<file path="src/rtl/dbgscan_pkg.sv">
package dbgscan_pkg;

    typedef enum logic [3:0] {
        ST_RESET,
        ST_IDLE,
        ST_SEL_DR,
        ST_CAP_DR,
        ST_SHIFT_DR,
        ST_EXIT1_DR,
        ST_PAUSE_DR,
        ST_EXIT2_DR,
        ST_UPD_DR,
        ST_SEL_IR,
        ST_CAP_IR,
        ST_SHIFT_IR,
        ST_EXIT1_IR,
        ST_PAUSE_IR,
        ST_EXIT2_IR,
        ST_UPD_IR
    } tap_state_e;

    typedef enum logic [1:0] {
        DR_BYPASS,
        DR_IDCODE,
        DR_SELECT,
        DR_DEBUG
    } dr_kind_e;

    localparam int IR_W  = 4;
    localparam int SEL_W = 4;

    localparam logic [IR_W-1:0] OP_CHAIN_SEL = 4'h2;
    localparam logic [IR_W-1:0] OP_INTERNAL  = 4'hC;
    localparam logic [IR_W-1:0] OP_IDCODE    = 4'hE;
    localparam logic [IR_W-1:0] OP_BYPASS    = 4'hF;
    localparam logic [IR_W-1:0] IR_CAPTURE   = 4'b0001;

    localparam logic [SEL_W-1:0] DBG_CHAIN = 4'd2;

endpackage

</file>
<file path="src/rtl/dbgscan_tap_ctrl.sv">
module dbgscan_tap_ctrl
    import dbgscan_pkg::*;
(
    input  logic       tck,
    input  logic       trst_n,
    input  logic       tms,
    output tap_state_e state_o
);

    tap_state_e state_d, state_q;

    always_comb begin
        state_d = state_q;
        case (state_q)
            ST_RESET:    state_d = tms ? ST_RESET    : ST_IDLE;
            ST_IDLE:     state_d = tms ? ST_SEL_DR   : ST_IDLE;
            ST_SEL_DR:   state_d = tms ? ST_SEL_IR   : ST_CAP_DR;
            ST_CAP_DR:   state_d = tms ? ST_EXIT1_DR : ST_SHIFT_DR;
            ST_SHIFT_DR: state_d = tms ? ST_EXIT1_DR : ST_SHIFT_DR;
            ST_EXIT1_DR: state_d = tms ? ST_UPD_DR   : ST_PAUSE_DR;
            ST_PAUSE_DR: state_d = tms ? ST_EXIT2_DR : ST_PAUSE_DR;
            ST_EXIT2_DR: state_d = tms ? ST_UPD_DR   : ST_SHIFT_DR;
            ST_UPD_DR:   state_d = tms ? ST_SEL_DR   : ST_IDLE;
            ST_SEL_IR:   state_d = tms ? ST_RESET    : ST_CAP_IR;
            ST_CAP_IR:   state_d = tms ? ST_EXIT1_IR : ST_SHIFT_IR;
            ST_SHIFT_IR: state_d = tms ? ST_EXIT1_IR : ST_SHIFT_IR;
            ST_EXIT1_IR: state_d = tms ? ST_UPD_IR   : ST_PAUSE_IR;
            ST_PAUSE_IR: state_d = tms ? ST_EXIT2_IR : ST_PAUSE_IR;
            ST_EXIT2_IR: state_d = tms ? ST_UPD_IR   : ST_SHIFT_IR;
            ST_UPD_IR:   state_d = tms ? ST_SEL_DR   : ST_IDLE;
            default:     state_d = ST_RESET;
        endcase
    end

    always_ff @(posedge tck or negedge trst_n) begin
        if (!trst_n) state_q <= ST_RESET;
        else         state_q <= state_d;
    end

    assign state_o = state_q;

    // Run length of consecutive high tms samples, saturating at five.
    logic [2:0] tms_run_q;
    always_ff @(posedge tck or negedge trst_n) begin
        if (!trst_n)               tms_run_q <= 3'd0;
        else if (!tms)             tms_run_q <= 3'd0;
        else if (tms_run_q != 3'd5) tms_run_q <= tms_run_q + 3'd1;
    end

    assert_five_tms_reset_R2: assert property (@(posedge tck) disable iff (!trst_n)
        (tms_run_q == 3'd5) |-> (state_q == ST_RESET));

    assert_reset_exit_R2: assert property (@(posedge tck) disable iff (!trst_n)
        (state_q == ST_RESET && !tms) |=> (state_q == ST_IDLE));

endmodule

</file>
<file path="src/rtl/dbgscan_regbank.sv">
module dbgscan_regbank #(
    parameter int DATA_W    = 32,
    parameter int ADDR_W    = 5,
    parameter int CTRL_W    = 6,
    parameter int CTRL_ADDR = 0,
    parameter int STAT_ADDR = 1,
    parameter int ACK_BIT   = 0,
    parameter int ALT_BIT   = 4,
    parameter int GP_BASE   = 8,
    parameter int NUM_GP    = 4
) (
    input  logic              tck,
    input  logic              trst_n,
    input  logic              wr_en,
    input  logic [ADDR_W-1:0] wr_addr,
    input  logic [DATA_W-1:0] wr_data,
    input  logic [ADDR_W-1:0] rd_addr,
    output logic [DATA_W-1:0] rd_data,
    input  logic [ADDR_W-1:0] par_addr,
    output logic [DATA_W-1:0] par_data,
    input  logic              dbg_ack,
    input  logic              alt_isa
);

    localparam int GP_LAST = GP_BASE + NUM_GP - 1;

    typedef struct packed {
        logic [CTRL_W-1:0]              ctrl;
        logic [NUM_GP-1:0][DATA_W-1:0]  gp;
    } bank_t;

    bank_t bank_d, bank_q;

    function automatic logic is_writable(input logic [ADDR_W-1:0] a);
        return (int'(a) == CTRL_ADDR) || (int'(a) >= GP_BASE && int'(a) <= GP_LAST);
    endfunction

    function automatic logic [DATA_W-1:0] read_at(input logic [ADDR_W-1:0] a,
                                                  input bank_t b,
                                                  input logic ack,
                                                  input logic alt);
        logic [DATA_W-1:0] v;
        v = '0;
        if (int'(a) == CTRL_ADDR) begin
            v[CTRL_W-1:0] = b.ctrl;
        end else if (int'(a) == STAT_ADDR) begin
            v[ACK_BIT] = ack;
            v[ALT_BIT] = alt;
        end else begin
            for (int i = 0; i < NUM_GP; i++) begin
                if (int'(a) == GP_BASE + i) v = b.gp[i];
            end
        end
        return v;
    endfunction

    always_comb begin
        bank_d = bank_q;
        if (wr_en) begin
            if (int'(wr_addr) == CTRL_ADDR) bank_d.ctrl = wr_data[CTRL_W-1:0];
            for (int i = 0; i < NUM_GP; i++) begin
                if (int'(wr_addr) == GP_BASE + i) bank_d.gp[i] = wr_data;
            end
        end
    end

    always_ff @(posedge tck or negedge trst_n) begin
        if (!trst_n) bank_q <= '0;
        else         bank_q <= bank_d;
    end

    assign rd_data  = read_at(rd_addr,  bank_q, dbg_ack, alt_isa);
    assign par_data = read_at(par_addr, bank_q, dbg_ack, alt_isa);

    assert_nowrite_stable_R8: assert property (@(posedge tck) disable iff (!trst_n)
        (wr_en && !is_writable(wr_addr)) |=> $stable(bank_q));

    assert_ctrl_write_R7: assert property (@(posedge tck) disable iff (!trst_n)
        (wr_en && int'(wr_addr) == CTRL_ADDR) |=> (bank_q.ctrl == $past(wr_data[CTRL_W-1:0])));

    for (genvar g = 0; g < NUM_GP; g++) begin : g_gp_chk
        assert_gp_write_R6: assert property (@(posedge tck) disable iff (!trst_n)
            (wr_en && int'(wr_addr) == GP_BASE + g) |=> (bank_q.gp[g] == $past(wr_data)));
    end

endmodule

</file>
<file path="src/rtl/dbgscan_target.sv">
module dbgscan_target
    import dbgscan_pkg::*;
#(
    parameter int              DATA_W   = 32,
    parameter int              ADDR_W   = 5,
    parameter int              CTRL_W   = 6,
    parameter int              GP_BASE  = 8,
    parameter int              NUM_GP   = 4,
    parameter logic [DATA_W-1:0] ID_VALUE = 32'h3A51_C0DB
) (
    input  logic              tck,
    input  logic              trst_n,
    input  logic              tms,
    input  logic              tdi,
    output logic              tdo,
    input  logic              dbg_ack,
    input  logic              alt_isa,
    input  logic [ADDR_W-1:0] par_addr,
    output logic [DATA_W-1:0] par_data
);

    localparam int CHAIN_W = DATA_W + ADDR_W + 1;
    localparam int RW_POS  = CHAIN_W - 1;

    typedef struct packed {
        logic [IR_W-1:0]    ir;
        logic [IR_W-1:0]    ir_sh;
        logic [SEL_W-1:0]   sel;
        logic [CHAIN_W-1:0] dr_sh;
        logic [DATA_W-1:0]  rd_latch;
    } scan_t;

    scan_t      s_d, s_q;
    tap_state_e state;
    dr_kind_e   kind;
    logic       wr_en;
    logic [DATA_W-1:0] rd_data;
    logic       tdo_d, tdo_q;

    dbgscan_tap_ctrl u_tap (
        .tck     (tck),
        .trst_n  (trst_n),
        .tms     (tms),
        .state_o (state)
    );

    dbgscan_regbank #(
        .DATA_W  (DATA_W),
        .ADDR_W  (ADDR_W),
        .CTRL_W  (CTRL_W),
        .GP_BASE (GP_BASE),
        .NUM_GP  (NUM_GP)
    ) u_bank (
        .tck      (tck),
        .trst_n   (trst_n),
        .wr_en    (wr_en),
        .wr_addr  (s_q.dr_sh[DATA_W +: ADDR_W]),
        .wr_data  (s_q.dr_sh[DATA_W-1:0]),
        .rd_addr  (s_q.dr_sh[DATA_W +: ADDR_W]),
        .rd_data  (rd_data),
        .par_addr (par_addr),
        .par_data (par_data),
        .dbg_ack  (dbg_ack),
        .alt_isa  (alt_isa)
    );

    // Which data register sits between tdi and tdo.
    always_comb begin
        case (s_q.ir)
            OP_CHAIN_SEL: kind = DR_SELECT;
            OP_INTERNAL:  kind = (s_q.sel == DBG_CHAIN) ? DR_DEBUG : DR_BYPASS;
            OP_IDCODE:    kind = DR_IDCODE;
            default:      kind = DR_BYPASS;
        endcase
    end

    // One shared shifter; the entry point of tdi depends on the active length.
    function automatic logic [CHAIN_W-1:0] shift_one(input dr_kind_e k,
                                                     input logic [CHAIN_W-1:0] v,
                                                     input logic b);
        logic [CHAIN_W-1:0] r;
        r = v >> 1;
        case (k)
            DR_BYPASS: r[0]         = b;
            DR_IDCODE: r[DATA_W-1]  = b;
            DR_SELECT: r[SEL_W-1]   = b;
            default:   r[RW_POS]    = b;
        endcase
        return r;
    endfunction

    always_comb begin
        s_d   = s_q;
        wr_en = 1'b0;
        case (state)
            ST_RESET: begin
                s_d.ir  = OP_IDCODE;
                s_d.sel = '0;
            end
            ST_CAP_IR:   s_d.ir_sh = IR_CAPTURE;
            ST_SHIFT_IR: s_d.ir_sh = {tdi, s_q.ir_sh[IR_W-1:1]};
            ST_UPD_IR:   s_d.ir    = s_q.ir_sh;
            ST_CAP_DR: begin
                case (kind)
                    DR_IDCODE: s_d.dr_sh = CHAIN_W'(ID_VALUE);
                    DR_SELECT: s_d.dr_sh = CHAIN_W'(s_q.sel);
                    DR_DEBUG:  s_d.dr_sh = CHAIN_W'(s_q.rd_latch);
                    default:   s_d.dr_sh = '0;
                endcase
            end
            ST_SHIFT_DR: s_d.dr_sh = shift_one(kind, s_q.dr_sh, tdi);
            ST_UPD_DR: begin
                if (kind == DR_SELECT) begin
                    s_d.sel = s_q.dr_sh[SEL_W-1:0];
                end else if (kind == DR_DEBUG) begin
                    if (s_q.dr_sh[RW_POS]) wr_en = 1'b1;
                    else                   s_d.rd_latch = rd_data;
                end
            end
            default: ;
        endcase
    end

    always_ff @(posedge tck or negedge trst_n) begin
        if (!trst_n) begin
            s_q       <= '0;
            s_q.ir    <= OP_IDCODE;
        end else begin
            s_q <= s_d;
        end
    end

    // Output stage, retimed to the falling edge.
    always_comb begin
        case (state)
            ST_SHIFT_IR: tdo_d = s_q.ir_sh[0];
            ST_SHIFT_DR: tdo_d = s_q.dr_sh[0];
            default:     tdo_d = 1'b0;
        endcase
    end

    always_ff @(negedge tck or negedge trst_n) begin
        if (!trst_n) tdo_q <= 1'b0;
        else         tdo_q <= tdo_d;
    end

    assign tdo = tdo_q;

    assert_tdo_quiet_R9: assert property (@(posedge tck) disable iff (!trst_n)
        !(state == ST_SHIFT_DR || state == ST_SHIFT_IR) |-> (tdo == 1'b0));

    assert_sel_cleared_R2: assert property (@(posedge tck) disable iff (!trst_n)
        (state == ST_RESET) |=> (s_q.sel == '0 && s_q.ir == OP_IDCODE));

    assert_sel_update_R4: assert property (@(posedge tck) disable iff (!trst_n)
        (state == ST_UPD_DR && kind == DR_SELECT) |=> (s_q.sel == $past(s_q.dr_sh[SEL_W-1:0])));

    assert_read_latch_R6: assert property (@(posedge tck) disable iff (!trst_n)
        (state == ST_UPD_DR && kind == DR_DEBUG && !s_q.dr_sh[RW_POS])
        |=> (s_q.rd_latch == $past(rd_data)));

    assert_no_write_outside_update_R5: assert property (@(posedge tck) disable iff (!trst_n)
        (state != ST_UPD_DR) |-> !wr_en);

endmodule

</file>
<file path="config.mk">
export PLATFORM = sky130hd
export DESIGN_NAME = dbgscan_target
export DESIGN_NICKNAME = d
export VERILOG_FILES = /design/src/rtl/dbgscan_pkg.sv /design/src/rtl/dbgscan_tap_ctrl.sv /design/src/rtl/dbgscan_regbank.sv /design/src/rtl/dbgscan_target.sv
export SDC_FILE = /design/constraint.sdc
export NUM_CORES = 1
export LEC_CHECK = 0
export CORE_MARGIN = 3
export CORE_UTILIZATION = 45
export DETAILED_ROUTE_END_ITERATION = 10
export GPL_ROUTABILITY_DRIVEN = 1
export PLACE_DENSITY_LB_ADDON = 0.12
export SETUP_SLACK_MARGIN = 0.4
export SLEW_MARGIN = 5
export SYNTH_ARGS = -nofsm -noshare
export SYNTH_HDL_FRONTEND = slang
export SYNTH_SLANG_ARGS = --single-unit
</file>
<file path="constraint.sdc">
create_clock -name tck -period 3.1 [get_ports tck]
set_input_delay 0.62 -clock tck [delete_from_list [all_inputs] [get_ports tck]]
set_output_delay 0.62 -clock tck [all_outputs]
set_load 0.01 [all_outputs]
</file>
Word-level counts from Yosys, hierarchy flattened
Cells that the tools add are included.
{"block": "word_totals", "register_bits": 221, "in_bits": 11, "output_inout_bits": 33, "word_cells": 116}
{"block": "op_classes", "eq_ne": 33, "n_mux": 50, "bitwise_logic": 2, "n_reduce_logical": 19}
{"cell": "2-to-1 mux 32 bit", "n": 8}
{"cell": "case mux 32 bit (3 select lines)", "n": 1}
{"cell": "case mux 38 bit (2 select lines)", "n": 1}
{"cell": "2-to-1 mux 27 bit", "n": 2}
{"cell": "2-to-1 mux 26 bit", "n": 2}
{"cell": "case mux 4 bit (12 select lines)", "n": 1}
{"cell": "equality test 4 bit, second input constant", "n": 10}
{"cell": "equality test 5 bit, second input constant", "n": 8}
{"cell": "case mux 4 bit (2 select lines)", "n": 3}
{"cell": "2-to-1 mux 4 bit", "n": 5}
{"cell": "equality test 4 x 2 -> 1 bit, second input constant", "n": 4}
{"cell": "equality test 4 x 3 -> 1 bit, second input constant", "n": 4}
{"cell": "2-to-1 mux 1 bit", "n": 15}
{"cell": "2-to-1 mux 3 bit", "n": 4}
{"cell": "2-to-1 mux 6 bit", "n": 2}
{"cell": "AND reduction 2 bit", "n": 6}
{"cell": "equality test 5 x 2 -> 1 bit, second input constant", "n": 2}
{"cell": "logical NOT 5 bit", "n": 2}
{"cell": "2-to-1 mux 2 bit", "n": 4}
{"cell": "nonzero test 2 bit", "n": 4}
{"cell": "case mux 2 bit (3 select lines)", "n": 1}
{"cell": "OR reduction 3 bit", "n": 2}
{"cell": "equality test 2 bit, second input constant", "n": 2}
{"cell": "equality test 4 x 1 -> 1 bit, second input constant", "n": 1}
{"cell": "other kinds (8)", "n": 10}

Logic depth before layout (Yosys ltp)
Gate-level depths: netlist (run 1).
{"block": "logic_depth", "word_depth": 8, "mapped_depth": 7, "ltp_nobuf": 4}

Modules after synthesis
Synthesis (run 1) repeated with hierarchy kept, for this count alone.
{"block": "hier_totals", "cells_unflattened": 1051, "hier_area_um2": 11382.2}
{"mod": "dbgscan_regbank", "instances": 1, "cells_per_inst": 703, "area_each_um2": 7410.9, "seq_area_each_um2": 3353.2}
{"mod": "dbgscan_target", "instances": 1, "cells_per_inst": 308, "area_each_um2": 3656.0, "seq_area_each_um2": 2080.7}
{"mod": "dbgscan_tap_ctrl", "instances": 1, "cells_per_inst": 40, "area_each_um2": 315.3, "seq_area_each_um2": 100.1}

==> results.toml, run 1 <==
[yosys]
synth.avg_cell_area_um2 = 12.2
ys_dominant_reg_cell = "dfrtp_1"
synth_top_family_by_area = "multiplexers"
ys_async_sr_fraction = 1.00
yosys_warnings = 0
synthMuxAreaShare = 0.234
synth_top_area_frac = 0.496
synth_compound_area_frac = 0.128
synth_area_leaders = "dfrtp_1 50%, mux2_2 13%, mux4_2 6.4%"
synth-seq-cells = 221
synth_largest_area_cell = "dfrtp_1"
synth_area_mm2 = 0.0109
synth_xor_area_frac = 0.000800
ys_seq_area_frac = 0.505
synth_cell_types = 58
syn_nets = 911
synthAdderAreaFrac = 0
synth_edf_count = 0
synthCells = 900
yosys.area_share.simple = 0.0923

[cells_and_area]
layout.nets = 964
multi_input_area_mm2 = 0.00503
post-route-cell-area_mm2 = 0.0129
area_growth_pct = 17.7
regArea_mm2 = 0.00554
layout-drive-gt1-share = 0.298
fillers = 2060

[placement]
dp_hpwl_um = 18100
port_buffers = 43
place_area_mm2 = 0.0119
place.gp.congestion = 0.851

[clocking]
insertion_delay_ps = 530
clkSinkCount = 221
root_buffer = "clkbuf_16"
clock_path_buffers = 3
hold_buffers = 0
cts_max_level = 1
clk_pin_slew_ps = 60
cts_tree = "done"
numCtsBuffers = 26

[power_and_ir_drop]
pwr-share-comb = 0.179
p_sw_frac = 0.311
pwr-share-seq = 0.438
total_power_w = 0.00850
ir_worst_vdd_mv = 0.508
leakage_nw = 5.86
p_int_w = 0.00586
p_per_area_mw_per_mm2 = 660
p_switching_w = 0.00264
p_clk_frac = 0.383

[global_routing]
grt_pass1_vias = 8353
grt_pass1_wl_um = 47500
grt_max_degree = 168
antenna_found_initial = 0
grt-ovfl-total = 0
grt_use_total = 0.229

[detailed_routing]
drt-initial-drc-count = 666
drcViolationCount = 0
drt-vias-per-instance = 6.15
drt_first_pass_iters = 7
final_antenna_net_count = 0
post_drt_wl_per_cell_um = 23.2
vias = 7935
drt_wl_total_um = 30000

[setup_path]
critPathMaxStageDelay_ps = 380
cp.arrival_ps = 2580
crit_chain = "buf_2"
cp_max_fo = 1
crit_required_ps = 2480
worstSetupEndpointType = "primary output"
slowest_stage = "dfrtn_1"
path_buf_inv = 1
worstSetupStartpointType = "flop"
critPathTopFamily = "flip-flops"
critPathKind = "reg -> out"

[status]
violations = "setup timing"
outcome = "finished with violations"

[timing]
tightest_slew_ps = 984
skew_ps = 12.4
rsz0062_at_grt = "true"
relSlewSlack = 0.344
setup_ws_ps = -99.4
fin_tns_setup_ps = -99.4
maxSlewViolCount = 0
setup_violations = 1
finalHoldViolations = 0

[floorplan]
die_w_um = 162
io-pin-count = 44
coreArea_mm2 = 0.0237
start_util = 0.462
die_y_um = 162
dieArea_mm2 = 0.0262
rows = 56

[job]
drv_cap = 0

[worst_hold_path]
hp-class = "in -> async"
==> path summary, 6_finish.rpt <==
| kind | slack [ps] | start | endpoint | depth (start not counted) |
|---|---|---|---|---|
| max in group asynchronous | 1680 | trst_n | tdo | 1 |
| min reg2reg | 480 | s_q[17] | s_q[49] | 2 |
| min | 200 | trst_n | s_q[69] | 2 |
| max reg2reg | 190 | u_tap.state_o[3] | tdo | 2 |
| min in group tck | 480 | s_q[17] | s_q[49] | 2 |
| max | -100 | tdo | tdo | 1 |
==> cell families after synthesis <==
| kind of cell | Yosys count |
|---|---|
| compound gates | 207 |
| xor+xnor | 1 |
| buf+inv | 92 |
| flops | 221 |
| mux | 200 |
| simple gates | 179 |
==> Yosys cell counts, types with 10 or more instances <==
cell type / number
inv_1: 22
buf_2: 12
nand2_1: 40
nor3_1: 16
mux2_2: 131
a222oi_1: 15
nor2_1: 45
a221oi_1: 31
and2_1: 27
a21oi_1: 11
o21ai_0: 93
mux2i_1: 32
dfrtp_1: 217
buf_6: 10
mux4_2: 31
clkbuf_1: 45
a22oi_1: 18
==> layer usage <==
metal | wire length (um) | global-route usage | up-vias
met2 | 14900 | 0.386 | 216
met4 | 673 | 0.0663 | 0
met5 | 0 | 0 | -
met3 | 1270 | 0.0349 | 53
met1 | 13100 | 0.308 | 4161
li1 | - | - | 3505
==> flip-flops by register name, summed over array words and instances (netlist names) <==
signal	cells
u_bank.bank_q	134
s_q	82
tdo	1
u_tap.state_o	4
==> what timing repair did <==
action / CTS / global route
resized for setup: 60 / 4
pin swaps: 3 / 2
buffers inserted: 2 / 2
setup endpoints to repair: 35 / 13
gates cloned: 2 / 0
==> cell type report <==
class | count | area share
multi-input cells | 587 | 0.391
repair buffers | 95 | 0.0707
clock inverters | 12 | 0.0154
inverters | 22 | 0.00641
well taps | 319 | 0.0310
clock buffers | 34 | 0.0559
flip-flops and latches | 221 | 0.430
diodes | 1 | 0.000194
==> through the flow <==
| step | worst slack [ps] | hold slack [ps] | std cells | util |
|---|---|---|---|---|
| floorplan | 290 | 324 | 900 | - |
| global placement | -80.3 | 463 | 1238 | 0.502 |
| detailed placement | -164 | 473 | 1238 | 0.502 |
| CTS | -119 | 237 | 1288 | 0.543 |
| global route | -134 | 264 | 1290 | 0.544 |
| finish | -99.4 | 200 | 1291 | 0.544 |
==> power by group through the flow <==
| stage | combinational [W] | clock (W) | sequential [W] |
|---|---|---|---|
| 6_report | 0.00152 | 0.00325 | 0.00372 |
| 5_1_grt | 0.00169 | 0.00343 | 0.00378 |
| 4_1_cts | 0.00151 | 0.00332 | 0.00371 |
| 3_5_place_dp | 0.00148 | 0 | 0.00375 |
| 3_3_place_gp | 0.00142 | 0 | 0.00371 |
| 2_1_floorplan | 0.00111 | 0 | 0.00350 |
==> cells in the final DEF (no fill, tap or decap), drive strengths merged, types with 16 or more instances in the layout <==
| cell type | Yosys | layout |
|---|---|---|
| dlygate4sd2 | 0 | 32 |
| buf | 25 | 57 |
| and2 | 27 | 27 |
| nor2 | 45 | 45 |
| o21ai | 93 | 93 |
| a22oi | 18 | 18 |
| dfrtp | 217 | 217 |
| nor3 | 16 | 16 |
| mux4 | 31 | 31 |
| mux2i | 32 | 32 |
| nand2 | 40 | 40 |
| mux2 | 137 | 137 |
| clkbuf | 45 | 36 |
| inv | 22 | 22 |
| a221oi | 31 | 31 |
(Power assumes the default switching activity.)
==> inputs of run 2 (changes only) <==
--- a/config.mk
+++ b/config.mk
@@ -6,7 +6,7 @@
 export NUM_CORES = 1
 export LEC_CHECK = 0
 export CORE_MARGIN = 3
-export CORE_UTILIZATION = 45
+export CORE_UTILIZATION = 47
 export DETAILED_ROUTE_END_ITERATION = 10
 export GPL_ROUTABILITY_DRIVEN = 1
 export PLACE_DENSITY_LB_ADDON = 0.12
==> run 2 against run 1 <==
Effect of this change:
- the flow still finishes with violations (setup timing)
- utilization up 1.6 points
- largest cell class unchanged
- clock power down 20%
- combinational power about the same
- worst setup slack better by 18 ps
- sequential power about the same
- cell area down 1.1%
==> results.toml, run 2 (synthesized netlist as in run 1, its figures left out) <==
[timing]
relSlewSlack = 0.294
tightest_slew_ps = 1060
skew_ps = 15.2
maxSlewViolCount = 0
rsz0062_at_grt = "true"
setup_ws_ps = -80.9
setup_violations = 1
finalHoldViolations = 0

[power_and_ir_drop]
leakage_nw = 5.79
p_sw_frac = 0.322
p_clk_frac = 0.334
p_int_w = 0.00530
p_switching_w = 0.00251
ir_worst_vdd_mv = 0.366
pwr-share-seq = 0.476
pwr-share-comb = 0.190
p_per_area_mw_per_mm2 = 613

[setup_path]
critPathMaxStageDelay_ps = 380
critPathKind = "reg -> out"
worstSetupEndpointType = "primary output"
cp.arrival_ps = 2560
crit_chain = "buf_2"
path_buf_inv = 1
crit_required_ps = 2480
worstSetupStartpointType = "flop"
critPathTopFamily = "flip-flops"
cp_max_fo = 1
slowest_stage = "dfrtn_1"

[global_routing]
grt_use_total = 0.238
grt-ovfl-total = 0
antenna_found_initial = 0
grt_pass1_wl_um = 46800
grt_max_degree = 85
grt_pass1_vias = 8161

[cells_and_area]
area_growth_pct = 16.4
largest_reg_flops = 134
regMostFlops = "u_bank.bank_q"
layout.nets = 975
diodes = 0
post-route-cell-area_mm2 = 0.0127
layout-drive-gt1-share = 0.300
layout_commonest_cell = "dfrtp_1"
final_cell_mix = "216 x dfrtp_1, 131 x mux2_2, 93 x o21ai_0, 53 x buf_4, 40 x nand2_1"

[detailed_routing]
drt-vias-per-instance = 6.17
drcViolationCount = 0
drt_wl_total_um = 29800
vias = 7969
final_antenna_net_count = 0
post_drt_wl_per_cell_um = 23.1
drt-initial-drc-count = 785
drt_first_pass_iters = 7

[clocking]
clk_pin_slew_ps = 60
insertion_delay_ps = 520
cts_tree = "done"
cts_max_level = 1
root_buffer = "clkbuf_16"
numCtsBuffers = 24
clock_path_buffers = 3
clkSinkCount = 221

[placement]
dp_hpwl_um = 18400
place_area_mm2 = 0.0119
place.gp.congestion = 0.880
port_buffers = 43
pre_cts_slack_ps = -119

[floorplan]
rows = 55
io-pin-count = 44
dieArea_mm2 = 0.0252
die_w_um = 159
coreArea_mm2 = 0.0228
die_y_um = 159
start_util = 0.481

[status]
violations = "setup timing"
outcome = "finished with violations"

[worst_hold_path]
hp-class = "reg -> reg"

[job]
drv_cap = 0
-- run 2: changes by cell type in the layout (fill, tap and decap cells not counted), moves of 2 or more --
cell,delta
buf_12,-2
clkbuf_16,-2
dlygate4sd2_1,-5
clkbuf_1,+6
clkdlybuf4s15_1,+3
clkinv_2,-3
buf_4,+13
nor2_1,-2
bufinv_16,-5
nor2_2,+2
-- run 2: path summary, 6_finish.rpt --
check	cells after the start	startpoint	endpoint	slack [ps]
max	1	tdo	tdo	-80
max in group asynchronous	2	trst_n	tdo	820
max reg2reg	2	u_tap.state_o[3]	tdo	310
min	2	s_q[8]	s_q[40]	480
min reg2reg	2	s_q[8]	s_q[40]	480
min in group asynchronous	2	trst_n	s_q[76]	580
-- run 2: layout make-up --
cell class	count	area, um2
fillers	1917	10000
inverters	22	82.6
well taps	313	392
flip-flops and latches	221	5540
clock buffers	37	679
clock inverters	3	26.3
repair buffers	108	992
multi-input cells	587	5040
-- run 2: worst register-to-register path: cells and delay by family, from the launching register on --
kind / cells / cell delay (ps)
compound gates: 1 / 430
buf+inv: 1 / 240
flops: 1 / 550
-- run 2: timing repair --
item / 4_1_cts / 5_1_grt
resized for setup: 55 / 12
hold endpoints to repair: 32 / 0
hold buffers: 1 / 0
pin swaps: 2 / 4
gates cloned: 1 / 0
setup buffers: 6 / 9
endpoints found under the setup margin: 34 / 36
-- run 2: through the flow --
step | util | hold slack, ps | total power (W) | TNS [ps] | std cells
after floorplan | - | 324 | 0.00461 | 0 | 900
after global placement | 0.521 | 464 | 0.00511 | -377 | 1234
after detailed placement | 0.521 | 468 | 0.00519 | -545 | 1234
after CTS | 0.556 | 479 | 0.00784 | -103 | 1282
after global routing | 0.560 | 513 | 0.00820 | -128 | 1291
final | 0.560 | 477 | 0.00782 | -80.9 | 1291
-- run 2: power by group through the flow --
stage               Clock, W  Combinational [W]  Sequential, W
CTS                  0.00267            0.00147        0.00370
global placement           0            0.00139        0.00372
finish               0.00261            0.00149        0.00372
floorplan                  0            0.00111        0.00350
detailed placement         0            0.00144        0.00375
global route         0.00279            0.00164        0.00377
-- run 2: layer usage --
layer  global-route usage  wire length [um]  vias up
li1                     -                 -     3511
met1                0.331             12900     4171
met2                0.403             14900      241
met3               0.0288              1420       46
met4               0.0569               579        0
met5                    0                 0        -
